### config.mk
export PLATFORM = sky130hd
export DESIGN_NAME = clustered_bypass
export DESIGN_NICKNAME = d
export VERILOG_FILES = /design/src/rtl/cbyp_pkg.sv /design/src/rtl/cbyp_xdelay.sv /design/src/rtl/cbyp_opnd_sel.sv /design/src/rtl/clustered_bypass.sv
export SDC_FILE = /design/constraint.sdc
export NUM_CORES = 2
export LEC_CHECK = 0
export BUFFER_PORTS_ARGS = -buffer_cell sky130_fd_sc_hd__buf_2
export CORE_AREA = 2 2 640 642
export CTS_BUF_LIST = sky130_fd_sc_hd__clkbuf_8
export CTS_CLUSTER_DIAMETER = 100
export DETAILED_ROUTE_END_ITERATION = 8
export DIE_AREA = 0 0 642 644
export PLACE_DENSITY = 0.35
export SLEW_MARGIN = 20
export SYNTH_ARGS = -nofsm -noshare
export SYNTH_HDL_FRONTEND = slang
export SYNTH_HIERARCHICAL = 1
export SYNTH_SLANG_ARGS = --single-unit
### constraint.sdc
create_clock -name clk -period 9.93 [get_ports clk]
set_input_delay 1.986 -clock clk [delete_from_list [all_inputs] [get_ports clk]]
set_output_delay 1.986 -clock clk [all_outputs]
set_load 0.01 [all_outputs]
### src/rtl/cbyp_pkg.sv
package cbyp_pkg;

    // Source chosen for one operand
    typedef enum logic [2:0] {
        SEL_RF   = 3'd0,
        SEL_LEX  = 3'd1,
        SEL_LWB  = 3'd2,
        SEL_RMT  = 3'd3,
        SEL_WAIT = 3'd4
    } sel_e;

endpackage

### src/rtl/cbyp_xdelay.sv
// Delay line for execute results on their way to other clusters.
module cbyp_xdelay #(
    parameter int N      = 4,
    parameter int TAG_W  = 5,
    parameter int DATA_W = 64,
    parameter int XDELAY = 2
) (
    input  logic                                    clk,
    input  logic                                    rst_n,
    input  logic [N-1:0]                            ex_vld,
    input  logic [N-1:0][TAG_W-1:0]                 ex_tag,
    input  logic [N-1:0][DATA_W-1:0]                ex_data,
    output logic [XDELAY-1:0][N-1:0]                st_vld,
    output logic [XDELAY-1:0][N-1:0][TAG_W-1:0]     st_tag,
    output logic [XDELAY-1:0][N-1:0][DATA_W-1:0]    st_data
);

    typedef struct packed {
        logic [XDELAY-1:0][N-1:0]                   vld;
        logic [XDELAY-1:0][N-1:0][TAG_W-1:0]        tag;
        logic [XDELAY-1:0][N-1:0][DATA_W-1:0]       data;
    } pipe_t;

    pipe_t pipe_d, pipe_q;

    always_comb begin
        pipe_d = pipe_q;
        pipe_d.vld[0] = ex_vld;
        pipe_d.tag[0] = ex_tag;
        for (int j = 0; j < N; j++) begin
            // hold data of empty slots to save toggles
            pipe_d.data[0][j] = ex_vld[j] ? ex_data[j] : pipe_q.data[0][j];
        end
        for (int s = 1; s < XDELAY; s++) begin
            pipe_d.vld[s]  = pipe_q.vld[s-1];
            pipe_d.tag[s]  = pipe_q.tag[s-1];
            pipe_d.data[s] = pipe_q.data[s-1];
        end
    end

    always_ff @(posedge clk) begin
        if (!rst_n) begin
            pipe_q <= '0;
        end else begin
            pipe_q <= pipe_d;
        end
    end

    assign st_vld  = pipe_q.vld;
    assign st_tag  = pipe_q.tag;
    assign st_data = pipe_q.data;

endmodule

### src/rtl/cbyp_opnd_sel.sv
// Source selection for one ALU operand.
module cbyp_opnd_sel
    import cbyp_pkg::*;
#(
    parameter int LPC    = 2,
    parameter int RN     = 2,
    parameter int TAG_W  = 5,
    parameter int DATA_W = 64,
    parameter int XDELAY = 2
) (
    input  logic [LPC-1:0]                          lex_vld,
    input  logic [LPC-1:0][TAG_W-1:0]               lex_tag,
    input  logic [LPC-1:0][DATA_W-1:0]              lex_data,
    input  logic [LPC-1:0]                          lwb_vld,
    input  logic [LPC-1:0][TAG_W-1:0]               lwb_tag,
    input  logic [LPC-1:0][DATA_W-1:0]              lwb_data,
    input  logic [RN-1:0]                           rex_vld,
    input  logic [RN-1:0][TAG_W-1:0]                rex_tag,
    input  logic [XDELAY-1:0][RN-1:0]               rst_vld,
    input  logic [XDELAY-1:0][RN-1:0][TAG_W-1:0]    rst_tag,
    input  logic [XDELAY-1:0][RN-1:0][DATA_W-1:0]   rst_data,
    input  logic [TAG_W-1:0]                        src_tag,
    input  logic [DATA_W-1:0]                       rf_data,
    output logic [DATA_W-1:0]                       opnd_data,
    output logic                                    opnd_nrdy
);

    logic              lex_hit, lwb_hit, rex_hit, rst_hit, stg_hit;
    logic [DATA_W-1:0] lex_val, lwb_val, rst_val, stg_val;
    int                rst_stage;
    sel_e              sel;

    always_comb begin
        // local execute: higher index is younger, so later match overrides
        lex_hit = 1'b0;
        lex_val = '0;
        for (int i = 0; i < LPC; i++) begin
            if (lex_vld[i] && lex_tag[i] == src_tag) begin
                lex_hit = 1'b1;
                lex_val = lex_data[i];
            end
        end

        // local writeback
        lwb_hit = 1'b0;
        lwb_val = '0;
        for (int i = 0; i < LPC; i++) begin
            if (lwb_vld[i] && lwb_tag[i] == src_tag) begin
                lwb_hit = 1'b1;
                lwb_val = lwb_data[i];
            end
        end

        // remote execute: visible only after the delay line
        rex_hit = 1'b0;
        for (int r = 0; r < RN; r++) begin
            if (rex_vld[r] && rex_tag[r] == src_tag) begin
                rex_hit = 1'b1;
            end
        end

        // delay line: scan oldest stage first so the youngest wins
        rst_hit   = 1'b0;
        rst_val   = '0;
        rst_stage = 0;
        for (int s = XDELAY - 1; s >= 0; s--) begin
            stg_hit = 1'b0;
            stg_val = '0;
            for (int r = 0; r < RN; r++) begin
                if (rst_vld[s][r] && rst_tag[s][r] == src_tag) begin
                    stg_hit = 1'b1;
                    stg_val = rst_data[s][r];
                end
            end
            if (stg_hit) begin
                rst_hit   = 1'b1;
                rst_val   = stg_val;
                rst_stage = s;
            end
        end

        // age order: execute stage, then writeback age, then older stages
        if (lex_hit) begin
            sel = SEL_LEX;
        end else if (rex_hit) begin
            sel = SEL_WAIT;
        end else if (lwb_hit) begin
            sel = SEL_LWB;
        end else if (rst_hit) begin
            sel = (rst_stage == XDELAY - 1) ? SEL_RMT : SEL_WAIT;
        end else begin
            sel = SEL_RF;
        end

        opnd_nrdy = (sel == SEL_WAIT);
        case (sel)
            SEL_LEX: opnd_data = lex_val;
            SEL_LWB: opnd_data = lwb_val;
            SEL_RMT: opnd_data = rst_val;
            default: opnd_data = rf_data;
        endcase
    end

endmodule

### src/rtl/clustered_bypass.sv
// Operand bypass network for a clustered multi-issue backend.
module clustered_bypass #(
    parameter int N      = 4,
    parameter int K      = 2,
    parameter int NSRC   = 2,
    parameter int TAG_W  = 5,
    parameter int DATA_W = 64,
    parameter int XDELAY = 2
) (
    input  logic                                clk,
    input  logic                                rst_n,
    input  logic [N-1:0]                        ex_vld,
    input  logic [N-1:0][TAG_W-1:0]             ex_tag,
    input  logic [N-1:0][DATA_W-1:0]            ex_data,
    input  logic [N-1:0]                        wb_vld,
    input  logic [N-1:0][TAG_W-1:0]             wb_tag,
    input  logic [N-1:0][DATA_W-1:0]            wb_data,
    input  logic [N*NSRC-1:0][TAG_W-1:0]        src_tag,
    input  logic [N*NSRC-1:0][DATA_W-1:0]       rf_data,
    output logic [N*NSRC-1:0][DATA_W-1:0]       opnd_data,
    output logic [N*NSRC-1:0]                   opnd_nrdy
);

    localparam int LPC = N / K;     // ALUs per cluster
    localparam int RN  = N - LPC;   // producers outside a cluster

    logic [XDELAY-1:0][N-1:0]               st_vld;
    logic [XDELAY-1:0][N-1:0][TAG_W-1:0]    st_tag;
    logic [XDELAY-1:0][N-1:0][DATA_W-1:0]   st_data;

    cbyp_xdelay #(
        .N(N), .TAG_W(TAG_W), .DATA_W(DATA_W), .XDELAY(XDELAY)
    ) u_xdelay (
        .clk     (clk),
        .rst_n   (rst_n),
        .ex_vld  (ex_vld),
        .ex_tag  (ex_tag),
        .ex_data (ex_data),
        .st_vld  (st_vld),
        .st_tag  (st_tag),
        .st_data (st_data)
    );

    for (genvar c = 0; c < K; c++) begin : g_cl
        logic [RN-1:0]                          rex_vld;
        logic [RN-1:0][TAG_W-1:0]               rex_tag;
        logic [XDELAY-1:0][RN-1:0]              rst_vld;
        logic [XDELAY-1:0][RN-1:0][TAG_W-1:0]   rst_tag;
        logic [XDELAY-1:0][RN-1:0][DATA_W-1:0]  rst_data;

        // gather producers of every other cluster, keeping index order
        for (genvar r = 0; r < RN; r++) begin : g_rm
            localparam int J = (r < c * LPC) ? r : r + LPC;
            assign rex_vld[r] = ex_vld[J];
            assign rex_tag[r] = ex_tag[J];
            for (genvar s = 0; s < XDELAY; s++) begin : g_st
                assign rst_vld[s][r]  = st_vld[s][J];
                assign rst_tag[s][r]  = st_tag[s][J];
                assign rst_data[s][r] = st_data[s][J];
            end
        end

        for (genvar a = 0; a < LPC; a++) begin : g_alu
            for (genvar p = 0; p < NSRC; p++) begin : g_src
                localparam int OP = (c * LPC + a) * NSRC + p;
                cbyp_opnd_sel #(
                    .LPC(LPC), .RN(RN), .TAG_W(TAG_W),
                    .DATA_W(DATA_W), .XDELAY(XDELAY)
                ) u_sel (
                    .lex_vld   (ex_vld[c*LPC +: LPC]),
                    .lex_tag   (ex_tag[c*LPC +: LPC]),
                    .lex_data  (ex_data[c*LPC +: LPC]),
                    .lwb_vld   (wb_vld[c*LPC +: LPC]),
                    .lwb_tag   (wb_tag[c*LPC +: LPC]),
                    .lwb_data  (wb_data[c*LPC +: LPC]),
                    .rex_vld   (rex_vld),
                    .rex_tag   (rex_tag),
                    .rst_vld   (rst_vld),
                    .rst_tag   (rst_tag),
                    .rst_data  (rst_data),
                    .src_tag   (src_tag[OP]),
                    .rf_data   (rf_data[OP]),
                    .opnd_data (opnd_data[OP]),
                    .opnd_nrdy (opnd_nrdy[OP])
                );
            end
        end
    end

endmodule

==> impl_metrics.env <==
export IMPL_grt_max_degree=195
export IMPL_top_layer_used="met5"
export IMPL_reg2reg_to="u_xdelay/st_data[341]"
export IMPL_cts_repair_resized=0
export IMPL_cp_slowest_cell="a311oi_1"
export IMPL_tritoncts="yes"
export IMPL_die_area_sq_um=413000
export IMPL_port_buffers=1633
export IMPL_drive_above_1_share_pct=26.2
export IMPL_routed_via_density=4.87
export IMPL_htree_num_levels=3
export IMPL_endpoint_kind="output pin"
export IMPL_rsz0062_at_grt="no"
export IMPL_postCtsHoldBufs=0
export IMPL_setup_ws_ns=1.27
export IMPL_ys_types=36
export IMPL_fin_skew_ns=0.106
export IMPL_rr_startpoint="u_xdelay/st_data[85]"
export IMPL_finalMaxSlewViolations=0
export IMPL_yosys_warnings=6
export IMPL_hold_end="u_xdelay/st_data[390]"
export IMPL_layoutNonFillerInstCount=14200
export IMPL_synth_seq_area_share_pct=22.9
export IMPL_num_io_pins=1634
export IMPL_crit_cells=9
export IMPL_root_buffer="clkbuf_8"
export IMPL_violations="design-rule violations"
export IMPL_power_uw=8070
export IMPL_coreArea_sq_um=408000
export IMPL_fin_crit_sh_pct=87.2
export IMPL_clkLatencyLatePin_ns=0.99
export IMPL_dp_hpwl_um=482000
export IMPL_antenna_found_initial=448
export IMPL_max_stage_delay_ns=0.90
export IMPL_grtUsageTotal_pct=27.0
export IMPL_clk_pin_slew_ns=0.06
export IMPL_finalWirelength_um=590000
export IMPL_yosys_register_bits=560
export IMPL_status="finished with violations"
export IMPL_holdWs_ns=0.407
export IMPL_num_vias=69300
export IMPL_start_util_pct=12.0
export IMPL_die_h_um=644
export IMPL_post_cts_buffers=0
export IMPL_crit_top_cell="buf_2"
export IMPL_overflow=0
export IMPL_crit_buf_inv=3
export IMPL_finalNetCount=9557
export IMPL_p_leak_uw=0.0256
export IMPL_synthCells=7146
export IMPL_avgSynthCellArea_sq_um=6.85
export IMPL_cts_buffers=125
export IMPL_ant_nets=0
export IMPL_cts_sinks=560
export IMPL_drv_cap=0
export IMPL_arrival_ns=6.67
export IMPL_tightest_slew_ns=1.26
export IMPL_fmax_mhz=116
export IMPL_hold_violations=0
export IMPL_wl_met2_um=245000
export IMPL_drc=23
export IMPL_cp_max_fo=23
export IMPL_layout_common_cells="nand2_1, buf_2, dfxtp_1, nor2_1, and2_1"
export IMPL_hp_start="u_xdelay/st_data[134]"
export IMPL_slew_headroom_pct=16.2
export IMPL_dr_pass1_iters=9
export IMPL_hold_class="register to register"
export IMPL_rows=235
export IMPL_first_global_vias=62400
export IMPL_layout_cells_most_common="nand2_1"
export IMPL_whs_path_depth=1
export IMPL_r2r_cells=1
export IMPL_vdd_drop_max_v=0.000114
export IMPL_regToRegSetupSlack_ns=9.03
export IMPL_drt_met1_wl_um=246000
export IMPL_place_congestion=0.991
export IMPL_synth_nets=8260
export IMPL_drt_iter0_drc=10800
export IMPL_syn_to_final_growth_pct=35.9
export IMPL_crit_type="input pin to output pin"
export IMPL_path_cells="buf_2 > xor2_1 > nor4_2 > nand3_4 > nand2_2 > buf_4 > o221ai_1 > a311oi_1 > buf_2"
export IMPL_finalCriticalPeriod_ns=8.66
export IMPL_avgRoutedWirePerCell_um=41.4
export IMPL_die_width_um=642
export IMPL_met3_length_um=62500
export IMPL_place_ws_ns=1.50
export IMPL_clock_path_buffers=4
export IMPL_grt_pass1_wl_um=732000
export IMPL_netlist_area_sq_um=49000
export IMPL_setup_viol=0
export IMPL_p_per_area_nw_per_um2=121
export IMPL_setup_tns_ns=0
export IMPL_crit_family="simple AND/OR/NAND/NOR gates"
export IMPL_crit_path_start_kind="input pin"
export IMPL_cp_data_required_time_ns=7.94
export IMPL_place_inst=13800
[metal layers]
metal,track usage (%),vias up
met5,0,-
li1,-,28300
met3,9.18,1335
met4,13.7,216
met1,34.8,34300
met2,39.7,5137
[cells in the mapped netlist, drive strengths merged]
cell	n	area (sq um)
and3	48	300
o311a	8	80.1
o21ai	112	651
mux2i	264	2640
nand2	2360	8860
and2	328	2050
dfxtp	560	11200
clkbuf	421	1630
buf	237	1580
nor3	16	120
xor2	192	1680
nand4	136	851
a31oi	128	801
a21oi	16	80.1
nor2b	256	1600
a222oi	128	1280
xnor2	208	1820
o31ai	8	60.1
a311o	8	80.1
nor2	536	2010
o22ai	288	1800
a311oi	384	3860
o2bb2a	8	160
o21a	16	120
nand3	144	721
o221ai	280	2450
nor4	48	420
or2	8	50.1
[worst max path at each step]
| stage | start | end | slack [ns] |
|---|---|---|---|
| floorplan | src_tag[7] | opnd_data[109] | 3.89 |
| global placement | src_tag[6] | opnd_data[93] | 0.94 |
| detailed placement | src_tag[6] | opnd_data[93] | 1.50 |
| CTS | src_tag[6] | opnd_data[93] | 1.50 |
| global route | src_tag[6] | opnd_data[93] | 1.43 |
| finish | src_tag[6] | opnd_data[93] | 1.27 |
[registers in the layout, indices dropped and copies added, names as in the netlist]
| signal | count |
|---|---|
| u_xdelay/st_data | 512 |
| u_xdelay/st_tag | 40 |
| u_xdelay/st_vld | 8 |
[stage by stage]
step                util [%]  instance area [sq um]
floorplan                  -                  49000
global placement        15.5                  63200
detailed placement      15.5                  63200
CTS                     16.2                  65900
global route            16.2                  66200
finish                  16.3                  66500
[power breakdown]
group	internal [uW]	switching [uW]	total (uW)
logic	809	1810	2610
registers	2360	148	2510
clock network	1610	1340	2950
total	4780	3290	8070
[kinds of logic (layout without fill, tap and decap cells)]
| kind of cell | Yosys count | in the layout | synth area share, % |
|---|---|---|---|
| and+or+nand+nor | 3880 | 3880 | 34.7 |
| AOI/OAI and AO/OA | 1384 | 1384 | 23.3 |
| buffers and inverters | 658 | 2052 | 6.55 |
| DFF | 560 | 560 | 22.9 |
| xor gates and xnor gates | 400 | 400 | 7.15 |
| muxes | 264 | 264 | 5.39 |
| other | 0 | 252 | 0 |
[final cells by class]
type,count,area (sq um)
Antenna cell,252,631
Tap cell,5451,6820
Clock inverter,69,539
Clock buffer,155,2130
Timing Repair Buffer,1828,10000
Multi-Input combinational cell,5928,35200
Sequential cell,560,11200
Fill cell,47500,341000
No activity file was read; power rests on OpenSTA's default activity.
